--- src/rtl/dbg_acc_pkg.sv ---
package dbg_acc_pkg;

  localparam int unsigned IDX_W  = 4;
  localparam int unsigned LVL_W  = 2;
  localparam int unsigned NUM_LVL = 1 << LVL_W;
  localparam int unsigned SYN_W  = 6;
  localparam logic [SYN_W-1:0] SYN_DBG_ACC = 6'h05;

  localparam logic [3:0] ENC_COPROC = 4'b1110;
  localparam logic [2:0] ENC_OPC1   = 3'b000;
  localparam logic [3:0] ENC_CRN    = 4'b0000;
  localparam logic [2:0] ENC_OPC2   = 3'b111;

  typedef enum logic [2:0] {
    OC_NONE     = 3'd0,
    OC_UNDEF    = 3'd1,
    OC_TRAP_L2  = 3'd2,
    OC_TRAP_HYP = 3'd3,
    OC_TRAP_L3  = 3'd4,
    OC_HALT     = 3'd5,
    OC_ACCESS   = 3'd6
  } outcome_e;

  typedef struct packed {
    logic l2_en;
    logic l2_narrow;
    logic l3_here;
    logic l3_narrow;
    logic l2_trap_all;
    logic l2_trap_dbg;
    logic l3_trap_dbg;
    logic l3_undef_early;
    logic l3_undef_late;
    logic os_lock;
    logic halt_ok;
    logic ext_trap_dbg;
  } ctl_t;

endpackage

--- src/rtl/dbg_acc_decode.sv ---
module dbg_acc_decode
  import dbg_acc_pkg::*;
#(
  parameter int unsigned NUM_WP = 12
) (
  input  logic [3:0]       coproc,
  input  logic [2:0]       opc1,
  input  logic [3:0]       crn,
  input  logic [IDX_W-1:0] crm,
  input  logic [2:0]       opc2,
  output logic             enc_hit,
  output logic             idx_ok
);

  localparam int unsigned CMP_W = IDX_W + 1;
  localparam logic [CMP_W-1:0] WP_LIMIT = CMP_W'(NUM_WP);

  logic [CMP_W-1:0] idx_ext;

  always_comb begin
    enc_hit = (coproc == ENC_COPROC) && (opc1 == ENC_OPC1) &&
              (crn == ENC_CRN) && (opc2 == ENC_OPC2);
    idx_ext = {1'b0, crm};
    idx_ok  = (idx_ext < WP_LIMIT);
  end

endmodule

--- src/rtl/dbg_acc_chain.sv ---
module dbg_acc_chain
  import dbg_acc_pkg::*;
(
  input  logic [LVL_W-1:0] lvl,
  input  logic             idx_ok,
  input  ctl_t             ctl,
  output outcome_e         oc
);

  logic l3_route;
  logic l3_early;
  logic l2_route;
  logic halt_hit;

  outcome_e lvl_oc [NUM_LVL];

  always_comb begin
    l3_route = ctl.l3_here && !ctl.l3_narrow && ctl.l3_trap_dbg;
    l3_early = l3_route && ctl.l3_undef_early;
    l2_route = ctl.l2_en && (ctl.l2_trap_all || ctl.l2_trap_dbg);
    halt_hit = !ctl.os_lock && ctl.halt_ok && ctl.ext_trap_dbg;
  end

  for (genvar g = 0; g < NUM_LVL; g++) begin : g_lvl
    if (g == 0) begin : g_user
      assign lvl_oc[g] = OC_UNDEF;
    end else if (g == NUM_LVL - 1) begin : g_top
      assign lvl_oc[g] = halt_hit ? OC_HALT : OC_ACCESS;
    end else begin : g_mid
      always_comb begin
        if (l3_early) begin
          lvl_oc[g] = OC_UNDEF;
        end else if ((g == 1) && l2_route && !ctl.l2_narrow) begin
          lvl_oc[g] = OC_TRAP_L2;
        end else if ((g == 1) && l2_route && ctl.l2_narrow) begin
          lvl_oc[g] = OC_TRAP_HYP;
        end else if (l3_route) begin
          lvl_oc[g] = ctl.l3_undef_late ? OC_UNDEF : OC_TRAP_L3;
        end else if (halt_hit) begin
          lvl_oc[g] = OC_HALT;
        end else begin
          lvl_oc[g] = OC_ACCESS;
        end
      end
    end
  end

  always_comb begin
    if (!idx_ok) begin
      oc = OC_UNDEF;
    end else begin
      oc = lvl_oc[lvl];
    end
  end

endmodule

--- src/rtl/dbg_acc_resreg.sv ---
module dbg_acc_resreg
  import dbg_acc_pkg::*;
(
  input  logic             clk,
  input  logic             rst_n,
  input  logic             take,
  input  outcome_e         oc_in,
  input  logic [IDX_W-1:0] idx_in,
  output logic             res_vld,
  output logic             res_undef,
  output logic             res_trap_l2,
  output logic             res_trap_hyp,
  output logic             res_trap_l3,
  output logic             res_halt,
  output logic             res_access,
  output logic [IDX_W-1:0] res_index,
  output logic [SYN_W-1:0] res_syndrome
);

  outcome_e         oc_q, oc_d;
  logic [IDX_W-1:0] idx_q, idx_d;
  logic             upd_en;

  always_comb begin
    upd_en = take || (oc_q != OC_NONE);
    oc_d   = take ? oc_in  : OC_NONE;
    idx_d  = take ? idx_in : '0;
  end

  always_ff @(posedge clk or negedge rst_n) begin
    if (!rst_n) begin
      oc_q  <= OC_NONE;
      idx_q <= '0;
    end else if (upd_en) begin
      oc_q  <= oc_d;
      idx_q <= idx_d;
    end
  end

  always_comb begin
    res_vld      = (oc_q != OC_NONE);
    res_undef    = (oc_q == OC_UNDEF);
    res_trap_l2  = (oc_q == OC_TRAP_L2);
    res_trap_hyp = (oc_q == OC_TRAP_HYP);
    res_trap_l3  = (oc_q == OC_TRAP_L3);
    res_halt     = (oc_q == OC_HALT);
    res_access   = (oc_q == OC_ACCESS);
    res_index    = idx_q;
    res_syndrome = (res_trap_l2 || res_trap_hyp || res_trap_l3) ? SYN_DBG_ACC : '0;
  end

endmodule

--- src/rtl/dbg_acc_arbiter.sv ---
module dbg_acc_arbiter
  import dbg_acc_pkg::*;
#(
  parameter int unsigned NUM_WP = 12
) (
  input  logic       clk,
  input  logic       rst_n,
  input  logic       req_vld,
  input  logic [3:0] req_coproc,
  input  logic [2:0] req_opc1,
  input  logic [3:0] req_crn,
  input  logic [3:0] req_crm,
  input  logic [2:0] req_opc2,
  input  logic [1:0] cur_lvl,
  input  logic       l2_en,
  input  logic       l2_narrow,
  input  logic       l3_here,
  input  logic       l3_narrow,
  input  logic       l2_trap_all,
  input  logic       l2_trap_dbg,
  input  logic       l3_trap_dbg,
  input  logic       l3_undef_early,
  input  logic       l3_undef_late,
  input  logic       os_lock,
  input  logic       halt_ok,
  input  logic       ext_trap_dbg,
  output logic       res_vld,
  output logic       res_undef,
  output logic       res_trap_l2,
  output logic       res_trap_hyp,
  output logic       res_trap_l3,
  output logic       res_halt,
  output logic       res_access,
  output logic [3:0] res_index,
  output logic [5:0] res_syndrome
);

  logic     enc_hit;
  logic     idx_ok;
  logic     take;
  ctl_t     ctl;
  outcome_e oc;

  always_comb begin
    ctl.l2_en          = l2_en;
    ctl.l2_narrow      = l2_narrow;
    ctl.l3_here        = l3_here;
    ctl.l3_narrow      = l3_narrow;
    ctl.l2_trap_all    = l2_trap_all;
    ctl.l2_trap_dbg    = l2_trap_dbg;
    ctl.l3_trap_dbg    = l3_trap_dbg;
    ctl.l3_undef_early = l3_undef_early;
    ctl.l3_undef_late  = l3_undef_late;
    ctl.os_lock        = os_lock;
    ctl.halt_ok        = halt_ok;
    ctl.ext_trap_dbg   = ext_trap_dbg;
    take               = req_vld && enc_hit;
  end

  dbg_acc_decode #(.NUM_WP(NUM_WP)) u_decode (
    .coproc  (req_coproc),
    .opc1    (req_opc1),
    .crn     (req_crn),
    .crm     (req_crm),
    .opc2    (req_opc2),
    .enc_hit (enc_hit),
    .idx_ok  (idx_ok)
  );

  dbg_acc_chain u_chain (
    .lvl    (cur_lvl),
    .idx_ok (idx_ok),
    .ctl    (ctl),
    .oc     (oc)
  );

  dbg_acc_resreg u_resreg (
    .clk          (clk),
    .rst_n        (rst_n),
    .take         (take),
    .oc_in        (oc),
    .idx_in       (req_crm),
    .res_vld      (res_vld),
    .res_undef    (res_undef),
    .res_trap_l2  (res_trap_l2),
    .res_trap_hyp (res_trap_hyp),
    .res_trap_l3  (res_trap_l3),
    .res_halt     (res_halt),
    .res_access   (res_access),
    .res_index    (res_index),
    .res_syndrome (res_syndrome)
  );

  logic [5:0] oc_vec;
  assign oc_vec = {res_undef, res_trap_l2, res_trap_hyp, res_trap_l3, res_halt, res_access};

  AST_NO_FOREIGN_RESP: assert property (@(posedge clk) disable iff (!rst_n)
    (req_vld && !enc_hit) |=> !res_vld) else $error("foreign encoding answered");

  AST_ONE_OUTCOME: assert property (@(posedge clk) disable iff (!rst_n)
    take |=> (res_vld && ($countones(oc_vec) == 1))) else $error("outcome count wrong");

  AST_IDLE_QUIET: assert property (@(posedge clk) disable iff (!rst_n)
    !take |=> (!res_vld && (oc_vec == '0))) else $error("result without strobe");

  AST_IDX_UNDEF: assert property (@(posedge clk) disable iff (!rst_n)
    (take && !idx_ok) |=> res_undef) else $error("out-of-range index not undefined");

  AST_LVL0_UNDEF: assert property (@(posedge clk) disable iff (!rst_n)
    (take && (cur_lvl == 2'd0)) |=> res_undef) else $error("level 0 not undefined");

  AST_LVL3_LIMITED: assert property (@(posedge clk) disable iff (!rst_n)
    (take && idx_ok && (cur_lvl == 2'd3)) |=> (res_halt || res_access))
    else $error("level 3 outcome outside halt or access");

  AST_TRAP_SYNDROME: assert property (@(posedge clk) disable iff (!rst_n)
    (res_trap_l2 || res_trap_hyp || res_trap_l3) |-> (res_syndrome == 6'h05))
    else $error("trap without syndrome");

  AST_INDEX_ECHO: assert property (@(posedge clk) disable iff (!rst_n)
    take |=> (res_index == $past(req_crm))) else $error("index not echoed");

endmodule

--- config.mk ---
export PLATFORM = sky130hd
export DESIGN_NAME = dbg_acc_arbiter
export DESIGN_NICKNAME = d
export VERILOG_FILES = /design/src/rtl/dbg_acc_pkg.sv /design/src/rtl/dbg_acc_decode.sv /design/src/rtl/dbg_acc_chain.sv /design/src/rtl/dbg_acc_resreg.sv /design/src/rtl/dbg_acc_arbiter.sv
export SDC_FILE = /design/constraint.sdc
export NUM_CORES = 1
export LEC_CHECK = 0
export ABC_AREA = 1
export BUFFER_PORTS_ARGS = -buffer_cell sky130_fd_sc_hd__buf_2
export CORE_MARGIN = 4
export CORE_UTILIZATION = 35
export CTS_CLUSTER_DIAMETER = 50
export DETAILED_ROUTE_END_ITERATION = 8
export PLACE_DENSITY = 0.74
export SYNTH_ARGS = -nofsm -noshare
export SYNTH_HDL_FRONTEND = slang
export SYNTH_SLANG_ARGS = --single-unit
export TNS_END_PERCENT = 1
--- constraint.sdc ---
create_clock -name clk -period 1.05 [get_ports clk]
set_input_delay 0.105 -clock clk [delete_from_list [all_inputs] [get_ports clk]]
set_output_delay 0.105 -clock clk [all_outputs]
set_load 0.01 [all_outputs]
; ---- Yosys cells after proc, flatten, opt, wreduce, memory -nomap -nowiden
; Cells that the tools add are included.
[op_classes]
n_lt_le_gt_ge = 2
bitwise = 1
eq_ne = 8
add_sub_neg = 0
multipliers = 0
reduce_logical = 22
n_div = 0
shift = 0
n_mux = 14
[ops]
columns = operator, n
row1 = two-way mux 3 bit, 11
row2 = == test 3 bit (second input constant), 4
row3 = logical AND 1 bit, 12
row4 = binary-select mux 3 bit (select 2 bit), 1
row5 = == test 3 x 2 -> 1 bit (second input constant), 2
row6 = == test 4 bit (second input constant), 1
row7 = logical NOT 4 bit, 1
row8 = logical OR 1 bit, 4
row9 = < comparator 4 bit (second input constant), 1
row10 = two-way mux 4 bit, 1
row11 = == test 3 x 1 -> 1 bit (second input constant), 1
row12 = >= comparator 3 bit (second input constant), 1
row13 = logical NOT 1 bit, 3
row14 = logical NOT 3 bit, 1
row15 = inverter 2 -> 3 bit, 1
row16 = nonzero test 3 bit, 1
row17 = two-way mux 2 bit, 1
[word_totals]
romBits = 0
out_inout_bits = 17
elab_cells = 49
reg_bits = 7
input_bits = 35
ram_bits = 0
latch_bits = 0
memories = 0

; ---- Depth between registers and ports, before layout
; Gate-level depths: netlist of the first run.
[logic_depth]
depth_word = 13
depth_mapped = 9
mapped_depth_nobuf = 9

; ---- By module
; Synthesis of the first run repeated with hierarchy kept, for this count alone.
[hier_totals]
hier_cells = 105
hier_area_um2 = 629.4
[by_module_without_submodules]
columns = module, seq_area_each_um2, cells_each, area_each_um2, n_inst
row1 = dbg_acc_resreg, 175.2, 47, 369.1, 1
row2 = dbg_acc_chain, 0.0, 39, 185.2, 1
row3 = dbg_acc_decode, 0.0, 17, 67.6, 1
row4 = dbg_acc_arbiter, 0.0, 2, 7.5, 1

; ---- Worst setup path before layout of the first run
; No wires, ideal clock.
[synth_path]
path_kind = register -> output
startpoint = reg u_resreg.oc_q[0]
endpoint = out res_syndrome[2]
path_stages_with_launch = 5
required_time_ps = 945
path_buffers = 1
arrival_time_ps = 1075
setup_slack_ps = -130
path_cell_list = dfrtp_1 -> inv_1 -> nand2_1 -> o21ai_0 -> buf_4
[synth_between]
elab_chain_len = 4
elab_cells_between_ends = 6
cone_classes = 3 x eq/ne / 1 x mux / 2 x reduce/logical
[synth_rtl]
columns = item, line
row1 = from (decl), dbg_acc_resreg.sv:20  ; outcome_e oc_q, oc_d;
row2 = from (signal assigned), dbg_acc_resreg.sv:32  ; oc_q <= OC_NONE;
row3 = from (signal assigned), dbg_acc_resreg.sv:35  ; oc_q <= oc_d;
row4 = "== test 3 x 2 -> 1 bit, on equally long branches", "dbg_acc_resreg.sv:43, dbg_acc_resreg.sv:44"
row5 = logical OR 1 bit, dbg_acc_resreg.sv:49  ; res_syndrome = (res_trap_l2 || res_trap_hyp || res_trap_l3) ? SYN_DBG_ACC : '0;
row6 = logical OR 1 bit *, dbg_acc_resreg.sv:49
row7 = two-way mux 3 bit *, dbg_acc_resreg.sv:49
row8 = to (decl), dbg_acc_arbiter.sv:35  ; output logic [5:0] res_syndrome
; Mark *: on every way between the ends. The rest lies on a longest branch, timed or not.

; ---- Final worst setup path of the first run
[layout_path]
startpoint = reg u_resreg.oc_q[1]
endpoint = out res_halt
[layout_between]
elab_chain_len = 1
[layout_rtl]
columns = item, line
row1 = == test 3 bit, dbg_acc_resreg.sv:46  ; res_halt = (oc_q == OC_HALT);
row2 = to (decl), dbg_acc_arbiter.sv:32  ; output logic res_halt,
; No other way between the ends.

==> insert_results.sql, run 1 <==
INSERT INTO impl_metrics (metric_group, metric, value, unit) VALUES
('run_status', 'outcome', 'finished with violations', ''),
('run_status', 'violations', 'negative setup slack', ''),
('cells_and_area', 'antenna-diode-count', '0', ''),
('worst_setup_path', 'rrSetupSlack', '0.07', 'ns'),
('worst_setup_path', 'cp-startpoint', 'u_resreg.oc_q[1]$_DFFE_PN0P_', ''),
('worst_setup_path', 'worstSetupEndpointType', 'primary output', ''),
('logic_synthesis', 'yosys_warnings', '0', ''),
('worst_setup_path', 'timing_worst_setup_path_type', 'flip-flop to primary output', ''),
('drt', 'final_antenna_net_count', '0', ''),
('floorplan', 'core.rowCount', '14', ''),
('cells_and_area', 'register_area', '175', 'um^2'),
('timing', 'grt_setup_unrepaired', 'true', ''),
('floorplan', 'die_height', '47.8', 'um'),
('pwr', 'static-leakage-power', '0.576', 'nW'),
('cells_and_area', 'layout.filler_cells', '148', ''),
('floorplan', 'die-width', '47.8', 'um'),
('drt', 'drcViolationCount', '0', ''),
('min_path', 'min_path_type', 'input port to flip-flop', ''),
('global_routing', 'grt_antenna_before_repair', '0', ''),
('drt', 'drt_iter0_markers', '12', ''),
('worst_setup_path', 'rr_endpoint', 'u_resreg.res_index[3]$_DFFE_PN0P_', ''),
('floorplan', 'design.core.area', '0.00151', 'mm^2'),
('timing', 'finalHoldViolations', '0', ''),
('worst_setup_path', 'critPathArrivalTime', '1.07', 'ns'),
('worst_setup_path', 'worstPathRequired', '0.94', 'ns'),
('placement', 'buffer_ports.inserted', '47', ''),
('logic_synthesis', 'cell_accounting_for_the_most_synthesized_area', 'dfrtp_1', ''),
('drt', 'wl_per_cell', '9.63', 'um'),
('timing', 'layout_setup_ws', '-0.130', 'ns'),
('logic_synthesis', 'synthTopCellsByArea', 'dfrtp_1 (32%), nand2_1 (19%), nor2_1 (10%), inv_1 (8.1%), buf_4 (6.8%)', ''),
('logic_synthesis', 'yosysSeqAreaShare', '31.7', '%'),
('drt', 'drt_pass1_iterations', '4', ''),
('logic_synthesis', 'ys_seq_elements', '7', ''),
('clock_network', 'worst_skew_pair.late_latency', '0.25', 'ns'),
('cells_and_area', 'num-nets-final', '181', ''),
('clock_network', 'tritoncts', 'done', ''),
('timing', 'min_period_over_period', '112', '%'),
('timing', 'post-route-min-period', '1.18', 'ns'),
('clock_network', 'root_buffer', 'clkbuf_4', ''),
('cells_and_area', 'multi_input_area', '338', 'um^2'),
('pwr', 'power-per-cell-area', '716', 'mW/mm^2'),
('logic_synthesis', 'synth_top_area_share', '31.7', '%'),
('timing', 'setup_total_negative_slack', '-0.877', 'ns'),
('worst_setup_path', 'path_max_fanout', '5', ''),
('timing', 'finClkSkew', '0.00328', 'ns'),
('floorplan', 'die-area', '0.00228', 'mm^2'),
('global_routing', 'global_route.overflow_total', '0', ''),
('worst_setup_path', 'worst-r2r-cell-count', '6', ''),
('pwr', 'maximum_ir_drop_on_the_vdd_rail', '232', 'uV'),
('logic_synthesis', 'post_synth_inst_count', '89', ''),
('clock_network', 'cts-buffers-inserted', '3', ''),
('global_routing', 'grt_pass1_vias', '640', ''),
('global_routing', 'grt_max_degree', '8', ''),
('placement', 'dpl.hpwl', '1.29', 'mm'),
('logic_synthesis', 'syn_avg_cell_area', '6.21', 'um^2'),
('worst_setup_path', 'r2r_start', 'u_resreg.oc_q[0]$_DFFE_PN0P_', ''),
('clock_network', 'clk_path_buf_depth', '2', ''),
('global_routing', 'gr-usage-all-layers', '14.3', '%'),
('cells_and_area', 'areaGrowthSynthToFinish', '62.4', '%'),
('clock_network', 'cts.reportedPaths.clkPinSlew', '0.05', 'ns'),
('placement', 'setup_slack_at_placement', '-0.0386', 'ns'),
('floorplan', 'ioPinCount', '52', ''),
('global_routing', 'grt_pass1_wl', '2.33', 'mm'),
('cells_and_area', 'layout.core_utilization', '59.6', '%'),
('drt', 'routed_wirelength', '1.55', 'mm'),
('drt', 'vias', '716', ''),
('drt', 'detail_route.vias_per_cell', '4.45', ''),
('clock_network', 'htreeDepth', '1', ''),
('timing', 'fmax', '848', 'MHz'),
('cells_and_area', 'layout-drive-gt1-share', '46.9', '%'),
('floorplan', 'floorplan.initialDensity', '36.7', '%'),
('timing', 'finalSetupViolations', '9', ''),
('worst_setup_path', 'critical_path.endpoint', 'res_halt', ''),
('clock_network', 'cts.sinks', '7', ''),
('logic_synthesis', 'synthDistinctLibCells', '15', ''),
('logic_synthesis', 'syn_area', '553', 'um^2'),
('flow_run', 'maxCapViolCount', '0', ''),
('worst_setup_path', 'setup.worst_path.start_class', 'flip-flop', ''),
('timing', 'maxSlewViolCount', '0', ''),
('placement', 'globalplace.congestion', '0.808', '');
-- cell type report --
type,instances,area share [%]
timing repair buffer,54,32.7
sequential,7,19.5
tap,16,2.23
multi-input combinational,68,37.6
clock buffer,4,2.92
inverter,12,5.01
-- power by group --
group | switching (mW) | internal [mW]
Clock | 0.0914 | 0.144
Sequential | 0.0000973 | 0.271
Combinational | 0.0669 | 0.0695
Total | 0.158 | 0.485
-- synthesized netlist by cell type, drive strengths merged --
library cell / instances
nand2: 29
nor2: 15
inv: 12
dfrtp: 7
buf: 5
nand3: 5
a21oi: 4
nor3: 4
o21ai: 3
nand4: 2
a21boi: 1
conb: 1
nor3b: 1
-- sequential cells by signal (all words and copies together), names as in the netlist --
register	cells
u_resreg.oc_q	3
u_resreg.res_index	4
-- layer usage --
| layer | global-route usage [%] | routed length, um | vias to the layer above |
|---|---|---|---|
| met5 | 0 | 0 | - |
| met4 | 6.45 | 4 | 0 |
| met3 | 2.26 | 144 | 2 |
| met2 | 29.6 | 850 | 28 |
| met1 | 12.9 | 551 | 307 |
| li1 | - | - | 379 |
-- worst max-delay path, stage by stage, from the launching register on --
cell,delay [ns]
dfrtp_1,0.38
buf_6,0.13
nor3_2,0.17
buf_2,0.15
-- what timing repair did --
action / CTS / global route
pin swaps: 1 / 1
setup buffers: 4 / 0
hold buffers: 1 / 0
endpoints found under the setup margin: 9 / 13
gates resized for setup: 8 / 2
endpoints found under the hold margin: 7 / 0
-- worst min path at each step --
stage / start / end / slack (ns) / cells past startpoint
2_1_floorplan: rst_n / u_resreg.oc_q[0]$_DFFE_PN0P_ / -0.19 / 0
3_3_place_gp: rst_n / u_resreg.res_index[3]$_DFFE_PN0P_ / -0.06 / 1
3_5_place_dp: rst_n / u_resreg.res_index[1]$_DFFE_PN0P_ / -0.06 / 1
4_1_cts: req_crm[1] / u_resreg.res_index[1]$_DFFE_PN0P_ / 0.05 / 3
5_1_grt: req_crm[1] / u_resreg.res_index[1]$_DFFE_PN0P_ / 0.07 / 3
6_report: req_crm[1] / u_resreg.res_index[1]$_DFFE_PN0P_ / 0.06 / 3
-- kinds of logic (layout without fill, tap and decap cells) --
group                  count (synthesis)  in the layout  share of synthesized area, %
buffers and inverters                 17             70                          14.9
AND/OR/NAND/NOR                       56             56                          45.0
flip-flops                             7              7                          31.7
AO/OA/AOI/OAI                          8              8                          7.69
other                                  1              4                         0.678
-- cells in the final DEF, fill, tap and decap left out, types with 2 or more instances in the layout --
cell,netlist,final
nand3_1,5,4
a21oi_1,4,4
inv_1,12,10
dfrtp_1,7,7
nand2_1,28,26
inv_2,0,2
buf_2,0,47
conb_1,1,4
buf_4,5,5
nor2_1,15,14
nand2_2,1,3
clkbuf_4,0,3
nand4_1,2,2
o21ai_0,3,2
nor3_2,0,2
-- metrics by stage --
step | power [mW] | hold WS, ns | area (um^2) | std cells
after global routing | 0.689 | 0.0651 | 898 | 161
after detailed placement | 0.409 | -0.0572 | 801 | 152
final | 0.643 | 0.0589 | 898 | 161
after global placement | 0.404 | -0.0604 | 801 | 152
after CTS | 0.656 | 0.0506 | 891 | 161
after floorplan | 0.338 | -0.191 | 568 | 92
Power figures use the tool's default switching activity.
==> run 2, diff against run 1 <==
CELL_PAD_IN_SITES_DETAIL_PLACEMENT = 1   (was unset)
CELL_PAD_IN_SITES_GLOBAL_PLACEMENT = 1   (was unset)
CORE_ASPECT_RATIO = 0.8   (was unset)
CORE_UTILIZATION = 21   (was 35)
PLACE_DENSITY = 0.73   (was 0.74)
SETUP_SLACK_MARGIN = 0.5   (was unset)
==> run 2 against run 1 <==
Compared with the run above:
- the run still ends with negative setup slack left
- die area increased by 55%
- final area grew 13%
- utilization shrank 19 points
- first-iteration DRC count is 17% higher
- register-to-register slack worse by 0.02 ns
- clock skew up 0.0039 ns
- power is 11% higher
- maximum frequency decreased by 3.2%
- critical path depth rose by 1
- clock power increased by 14%
- sequential cell count unchanged
==> insert_results.sql, run 2 (synthesis gave the netlist of run 1 again) <==
INSERT INTO impl_metrics (metric_group, metric, value, unit) VALUES
('global_routing', 'grt_pass1_wl', '3.38', 'mm'),
('placement', 'dpl.hpwl', '1.82', 'mm'),
('clock_network', 'cts-buffers-inserted', '3', ''),
('worst_setup_path', 'worstSetupEndpointType', 'primary output', ''),
('clock_network', 'htreeDepth', '1', ''),
('floorplan', 'ioPinCount', '52', ''),
('worst_setup_path', 'timing_worst_setup_path_type', 'flip-flop to primary output', ''),
('run_status', 'outcome', 'finished with violations', ''),
('min_path', 'timing.hold.worst_endpoint', 'u_resreg.res_index[1]$_DFFE_PN0P_', ''),
('worst_setup_path', 'rrSetupSlack', '0.05', 'ns'),
('floorplan', 'floorplan.initialDensity', '22.3', '%'),
('worst_setup_path', 'worstPathRequired', '0.94', 'ns'),
('worst_setup_path', 'setup.worst_path.start_class', 'flip-flop', ''),
('drt', 'wl_per_cell', '12.2', 'um'),
('timing', 'finalHoldViolations', '0', ''),
('global_routing', 'grt_util_met1', '14.3', '%'),
('clock_network', 'worst_skew_pair.late_latency', '0.27', 'ns'),
('worst_setup_path', 'path_cells', 'inv_2, nand2_4, o21ai_4, buf_6', ''),
('timing', 'setup_total_negative_slack', '-1.28', 'ns'),
('drt', 'drt_iter0_markers', '14', ''),
('drt', 'detail_route.vias_per_cell', '4.22', ''),
('cells_and_area', 'mostFrequentLayoutCell', 'buf_2', ''),
('placement', 'setup_slack_at_placement', '-0.0564', 'ns'),
('cells_and_area', 'num-nets-final', '179', ''),
('drt', 'final_antenna_net_count', '0', ''),
('worst_setup_path', 'critPathArrivalTime', '1.11', 'ns'),
('pwr', 'power-per-cell-area', '703', 'mW/mm^2'),
('clock_network', 'tritoncts', 'done', ''),
('global_routing', 'grt_busiest_layer', 'met2', ''),
('min_path', 'min_path_type', 'input port to flip-flop', ''),
('drt', 'drt_pass1_iterations', '2', ''),
('cells_and_area', 'layout-drive-gt1-share', '54.5', '%'),
('worst_setup_path', 'r2r_start', 'u_resreg.oc_q[1]$_DFFE_PN0P_', ''),
('global_routing', 'grt_max_degree', '8', ''),
('worst_setup_path', 'path_max_fanout', '5', ''),
('clock_network', 'cts.reportedPaths.clkPinSlew', '0.06', 'ns'),
('clock_network', 'root_buffer', 'clkbuf_4', ''),
('floorplan', 'die-area', '0.00352', 'mm^2'),
('floorplan', 'die-width', '65.4', 'um'),
('worst_setup_path', 'critical-path-slowest-cell', 'dfrtp_1', ''),
('clock_network', 'clk_path_buf_depth', '2', ''),
('timing', 'min_period_over_period', '116', '%'),
('timing', 'finalSetupViolations', '9', ''),
('timing', 'post-route-min-period', '1.22', 'ns'),
('cells_and_area', 'commonest_non_fill_non_tap_cells_in_the_layout', 'buf_2 (37), nand2_1 (22), buf_6 (11)', ''),
('global_routing', 'globalRouteMet2Util', '24.4', '%'),
('placement', 'buffer_ports.inserted', '47', ''),
('placement', 'detailed_place.area', '861', 'um^2'),
('global_routing', 'global_route.overflow_total', '0', ''),
('cells_and_area', 'antenna-diode-count', '0', ''),
('worst_setup_path', 'rr_endpoint', 'u_resreg.res_index[2]$_DFFE_PN0P_', ''),
('pwr', 'flop_pwr_share', '37.8', '%'),
('pwr', 'maximum_ir_drop_on_the_vdd_rail', '279', 'uV'),
('run_status', 'violations', 'negative setup slack', ''),
('worst_setup_path', 'worst_path_largest_cell_delay', '0.39', 'ns'),
('drt', 'routed_wirelength', '2.19', 'mm'),
('clock_network', 'cts.sinks', '7', ''),
('cells_and_area', 'areaGrowthSynthToFinish', '83.9', '%'),
('timing', 'finClkSkew', '0.00719', 'ns'),
('flow_run', 'maxCapViolCount', '0', ''),
('global_routing', 'gr-usage-all-layers', '13.2', '%'),
('global_routing', 'grt_use_met3', '3.55', '%'),
('pwr', 'p_int', '0.507', 'mW'),
('global_routing', 'grt_antenna_before_repair', '0', ''),
('timing', 'grt_setup_unrepaired', 'true', ''),
('global_routing', 'grt_pass1_vias', '712', ''),
('floorplan', 'die_height', '53.9', 'um'),
('pwr', 'static-leakage-power', '0.591', 'nW'),
('pwr', 'portion_of_total_power_attributed_to_combinational_logic', '24.8', '%'),
('drt', 'vias', '756', ''),
('cells_and_area', 'fin_area', '0.00102', 'mm^2'),
('min_path', 'holdCritStartpoint', 'req_crm[1]', ''),
('floorplan', 'design.core.area', '0.00248', 'mm^2'),
('pwr', 'power.share.switching', '29.1', '%'),
('cells_and_area', 'number_of_flip_flops_under_the_largest_register_name', '4', ''),
('pwr', 'totalPowerFinal', '0.715', 'mW'),
('pwr', 'power_frac_clock', '37.5', '%'),
('worst_setup_path', 'worst-r2r-cell-count', '5', ''),
('timing', 'fmax', '820', 'MHz'),
('pwr', 'p_sw', '0.208', 'mW'),
('timing', 'maxSlewViolCount', '0', ''),
('placement', 'globalplace.congestion', '0.743', ''),
('floorplan', 'core.rowCount', '16', ''),
('min_path', 'min_delay_path_depth', '3', ''),
('drt', 'drcViolationCount', '0', ''),
('timing', 'layout_setup_ws', '-0.169', 'ns');
run 2: power groups by stage:
stage	clock network (mW)	registers, mW	logic [mW]
2_1_floorplan	0	0.275	0.0625
3_3_place_gp	0	0.275	0.133
3_5_place_dp	0	0.275	0.141
4_1_cts	0.270	0.270	0.159
5_1_grt	0.292	0.270	0.196
6_report	0.268	0.270	0.177
run 2: worst max path at each step:
stage	slack, ns	depth (start not counted)	from	end
after global routing	-0.24	4	u_resreg.oc_q[0]$_DFFE_PN0P_	res_syndrome[0]
after detailed placement	-0.06	6	req_opc2[2]	u_resreg.oc_q[1]$_DFFE_PN0P_
after global placement	0.03	7	req_coproc[0]	u_resreg.oc_q[2]$_DFFE_PN0P_
final	-0.17	4	u_resreg.oc_q[0]$_DFFE_PN0P_	res_syndrome[0]
after floorplan	0.11	4	u_resreg.oc_q[0]$_DFFE_PN0P_	res_syndrome[2]
after CTS	-0.18	4	u_resreg.oc_q[0]$_DFFE_PN0P_	res_syndrome[2]
run 2: metrics by stage:
step,cells,util (%),hold slack [ns]
4_1_cts,179,39.0,0.0393
3_5_place_dp,173,34.7,-0.0500
5_1_grt,179,41.0,0.0340
2_1_floorplan,92,-,-0.191
3_3_place_gp,173,34.7,-0.0543
6_report,179,41.0,0.0369
run 2: layout make-up:
type	count	area, um^2
fill	338	1470
multi-input combinational	68	383
timing repair buffer	52	342
sequential	7	176
inverter	12	45.0
tap	36	45.0
clock buffer	4	26.3
run 2: metal layers:
metal,share of wire (%),vias to the layer above
met5,0,-
met2,56,27
li1,-,374
met4,1.7,0
met3,5.4,5
met1,37,350
run 2: timing repair:
| item | CTS | global route |
|---|---|---|
| gates resized for setup | 18 | 13 |
| hold buffers | 1 | 0 |
| setup endpoints to repair | 20 | 20 |
| pin swaps | 9 | 9 |
| buffers inserted | 1 | 0 |
| endpoints found under the hold margin | 7 | 0 |
run 2: worst max-delay path: cells and delay by family (launching register included):
kind | cells | cell delay, ns
flip-flops | 1 | 0.39
buffers and inverters | 2 | 0.24
AO/OA/AOI/OAI | 1 | 0.15
AND/OR/NAND/NOR | 1 | 0.07
==> run 3, diff against run 2 <==
==> constraint.sdc (replaced) <==
create_clock -name clk -period 1.05 [get_ports clk]
set_input_delay 0.21 -clock clk [delete_from_list [all_inputs] [get_ports clk]]
set_output_delay 0.21 -clock clk [all_outputs]
set_load 0.01 [all_outputs]
==> run 3 against run 2 <==
Compared with the run above:
- the run still ends with negative setup slack left
- via count decreased by 1.6%
- utilization decreased by 1.5 points
- sequential share of layout area increased by 0.66 points
- wire length down 12%
- power decreased by 3.6%
- final area decreased by 3.7%
- clock skew down 0.0034 ns
- die area did not move
- worst setup slack lost 0.090 ns
- critical path type unchanged
==> insert_results.sql, run 3 (synthesis gave the netlist of run 1 again) <==
INSERT INTO impl_metrics (metric_group, metric, value, unit) VALUES
('run_status', 'outcome', 'finished with violations', ''),
('run_status', 'violations', 'negative setup slack', ''),
('global_routing', 'grt_pass1_wl', '3.01', 'mm'),
('cells_and_area', 'mostFrequentLayoutCell', 'buf_2', ''),
('global_routing', 'global_route.overflow_total', '0', ''),
('timing', 'maxSlewViolCount', '0', ''),
('placement', 'buffer_ports.inserted', '47', ''),
('floorplan', 'core.rowCount', '16', ''),
('clock_network', 'htreeDepth', '1', ''),
('worst_setup_path', 'critPathArrivalTime', '1.10', 'ns'),
('drt', 'wl_per_cell', '10.8', 'um'),
('clock_network', 'cts-buffers-inserted', '3', ''),
('cells_and_area', 'fin_area', '980', 'um^2'),
('timing', 'fmax', '764', 'MHz'),
('cells_and_area', 'number_of_flip_flops_under_the_largest_register_name', '4', ''),
('timing', 'post-route-min-period', '1.31', 'ns'),
('timing', 'finClkSkew', '0.00380', 'ns'),
('pwr', 'static-leakage-power', '0.564', 'nW'),
('placement', 'setup_slack_at_placement', '-0.121', 'ns'),
('worst_setup_path', 'path_max_fanout', '5', ''),
('flow_run', 'maxCapViolCount', '0', ''),
('floorplan', 'ioPinCount', '52', ''),
('clock_network', 'worst_skew_pair.late_latency', '0.26', 'ns'),
('worst_setup_path', 'worstSetupEndpointType', 'primary output', ''),
('cells_and_area', 'num-nets-final', '178', ''),
('worst_setup_path', 'setup.worst_path.start_class', 'flip-flop', ''),
('cells_and_area', 'antenna-diode-count', '0', ''),
('worst_setup_path', 'worstPathRequired', '0.84', 'ns'),
('placement', 'globalplace.congestion', '0.669', ''),
('placement', 'detailed_place.area', '851', 'um^2'),
('drt', 'final_antenna_net_count', '0', ''),
('drt', 'drcViolationCount', '0', ''),
('global_routing', 'grt_antenna_before_repair', '0', ''),
('floorplan', 'design.core.area', '0.00248', 'mm^2'),
('floorplan', 'die-area', '0.00352', 'mm^2'),
('cells_and_area', 'layout-drive-gt1-share', '52.1', '%'),
('clock_network', 'cts.sinks', '7', ''),
('drt', 'vias', '744', ''),
('cells_and_area', 'commonest_non_fill_non_tap_cells_in_the_layout', 'buf_2 (40), nand2_1 (24), inv_1 (10), nor2_1 (10), buf_6 (9)', ''),
('clock_network', 'tritoncts', 'done', ''),
('timing', 'grt_setup_unrepaired', 'true', ''),
('floorplan', 'die_height', '53.9', 'um'),
('cells_and_area', 'areaGrowthSynthToFinish', '77.1', '%'),
('global_routing', 'grt_pass1_vias', '709', ''),
('clock_network', 'clk_path_buf_depth', '2', ''),
('global_routing', 'gr-usage-all-layers', '11.5', '%'),
('drt', 'routed_wirelength', '1.92', 'mm'),
('placement', 'dpl.hpwl', '1.60', 'mm'),
('drt', 'drt_iter0_markers', '13', ''),
('timing', 'finalSetupViolations', '9', ''),
('timing', 'layout_setup_ws', '-0.259', 'ns'),
('drt', 'drt_pass1_iterations', '4', ''),
('floorplan', 'floorplan.initialDensity', '22.3', '%'),
('timing', 'final.hold.worst_slack', '0.160', 'ns'),
('floorplan', 'die-width', '65.4', 'um'),
('global_routing', 'grt_max_degree', '8', ''),
('clock_network', 'cts.reportedPaths.clkPinSlew', '0.06', 'ns'),
('pwr', 'maximum_ir_drop_on_the_vdd_rail', '229', 'uV'),
('clock_network', 'root_buffer', 'clkbuf_4', ''),
('timing', 'min_period_over_period', '125', '%'),
('pwr', 'power-per-cell-area', '704', 'mW/mm^2'),
('timing', 'finalHoldViolations', '0', ''),
('min_path', 'min_path_type', 'input port to flip-flop', ''),
('clock_network', 'cts_post_setup_buffers_inserted', '0', ''),
('drt', 'detail_route.vias_per_cell', '4.18', ''),
('worst_setup_path', 'timing_worst_setup_path_type', 'flip-flop to primary output', '');
==> run 3: changes by cell type in the layout (fill, tap and decap cells not counted), moves of 2 or more <==
cell,before,now
inv_2,4,2
inv_1,8,10
nand2_1,22,24
buf_4,3,1
buf_2,37,40
buf_6,11,9
nor2_4,2,0
==> run 3: power breakdown <==
group          switching, mW  internal (mW)  leakage [nW]  total [mW]
clock network          0.109          0.146        0.0150       0.254
logic                 0.0810         0.0839         0.453       0.165
registers           0.000117          0.270        0.0962       0.270
==> run 3: worst paths after layout <==
kind                            depth (start not counted)  slack (ns)                               from                                end
worst min-delay path                                    3        0.16                         req_crm[1]  u_resreg.res_index[1]$_DFFE_PN0P_
worst max-delay path                                    3       -0.26       u_resreg.oc_q[1]$_DFFE_PN0P_                    res_syndrome[0]
min in group asynchronous                               2        0.31                              rst_n  u_resreg.res_index[2]$_DFFE_PN0P_
max in group asynchronous                               2        0.57                              rst_n       u_resreg.oc_q[1]$_DFFE_PN0P_
worst max register to register                          5        0.03       u_resreg.oc_q[1]$_DFFE_PN0P_  u_resreg.res_index[0]$_DFFE_PN0P_
worst min register to register                          2        0.47  u_resreg.res_index[3]$_DFFE_PN0P_  u_resreg.res_index[3]$_DFFE_PN0P_
==> run 3: area by class of cell <==
| cell class | count | area (um^2) |
|---|---|---|
| sequential | 7 | 176 |
| clock buffer | 4 | 26.3 |
| tap | 36 | 45.0 |
| timing repair buffer | 51 | 319 |
| inverter | 12 | 45.0 |
| multi-input combinational | 68 | 368 |
| fill | 349 | 1500 |
==> run 3: worst max-delay path, stage by stage, from the launching register on <==
cell and delay (ns):
dfrtp_2 0.44, buf_6 0.13, o21ai_4 0.15, buf_6 0.12
==> run 3: metrics by stage <==
stage | setup TNS [ns] | util [%] | power, mW | cells
detailed placement | -0.699 | 34.3 | 0.413 | 173
finish | -1.92 | 39.5 | 0.689 | 178
global route | -2.90 | 39.5 | 0.738 | 178
CTS | -2.13 | 36.6 | 0.685 | 178
floorplan | 0 | - | 0.338 | 92
global placement | -0.515 | 34.3 | 0.408 | 173
==> run 3: layer usage <==
layer	part of all wire, %	global-route usage (%)	vias up
li1	-	-	378
met1	39	12.7	336
met2	52	19.8	26
met3	6.4	2.51	4
met4	2.7	8.28	0
met5	0	0	-
==> run 3: timing repair <==
| action | CTS | global route |
|---|---|---|
| hold buffers | 1 | 0 |
| endpoints found under the hold margin | 7 | 0 |
| setup endpoints to repair | 20 | 20 |
| pin swaps | 10 | 10 |
| cloned | 0 | 0 |
| resized for setup | 5 | 20 |
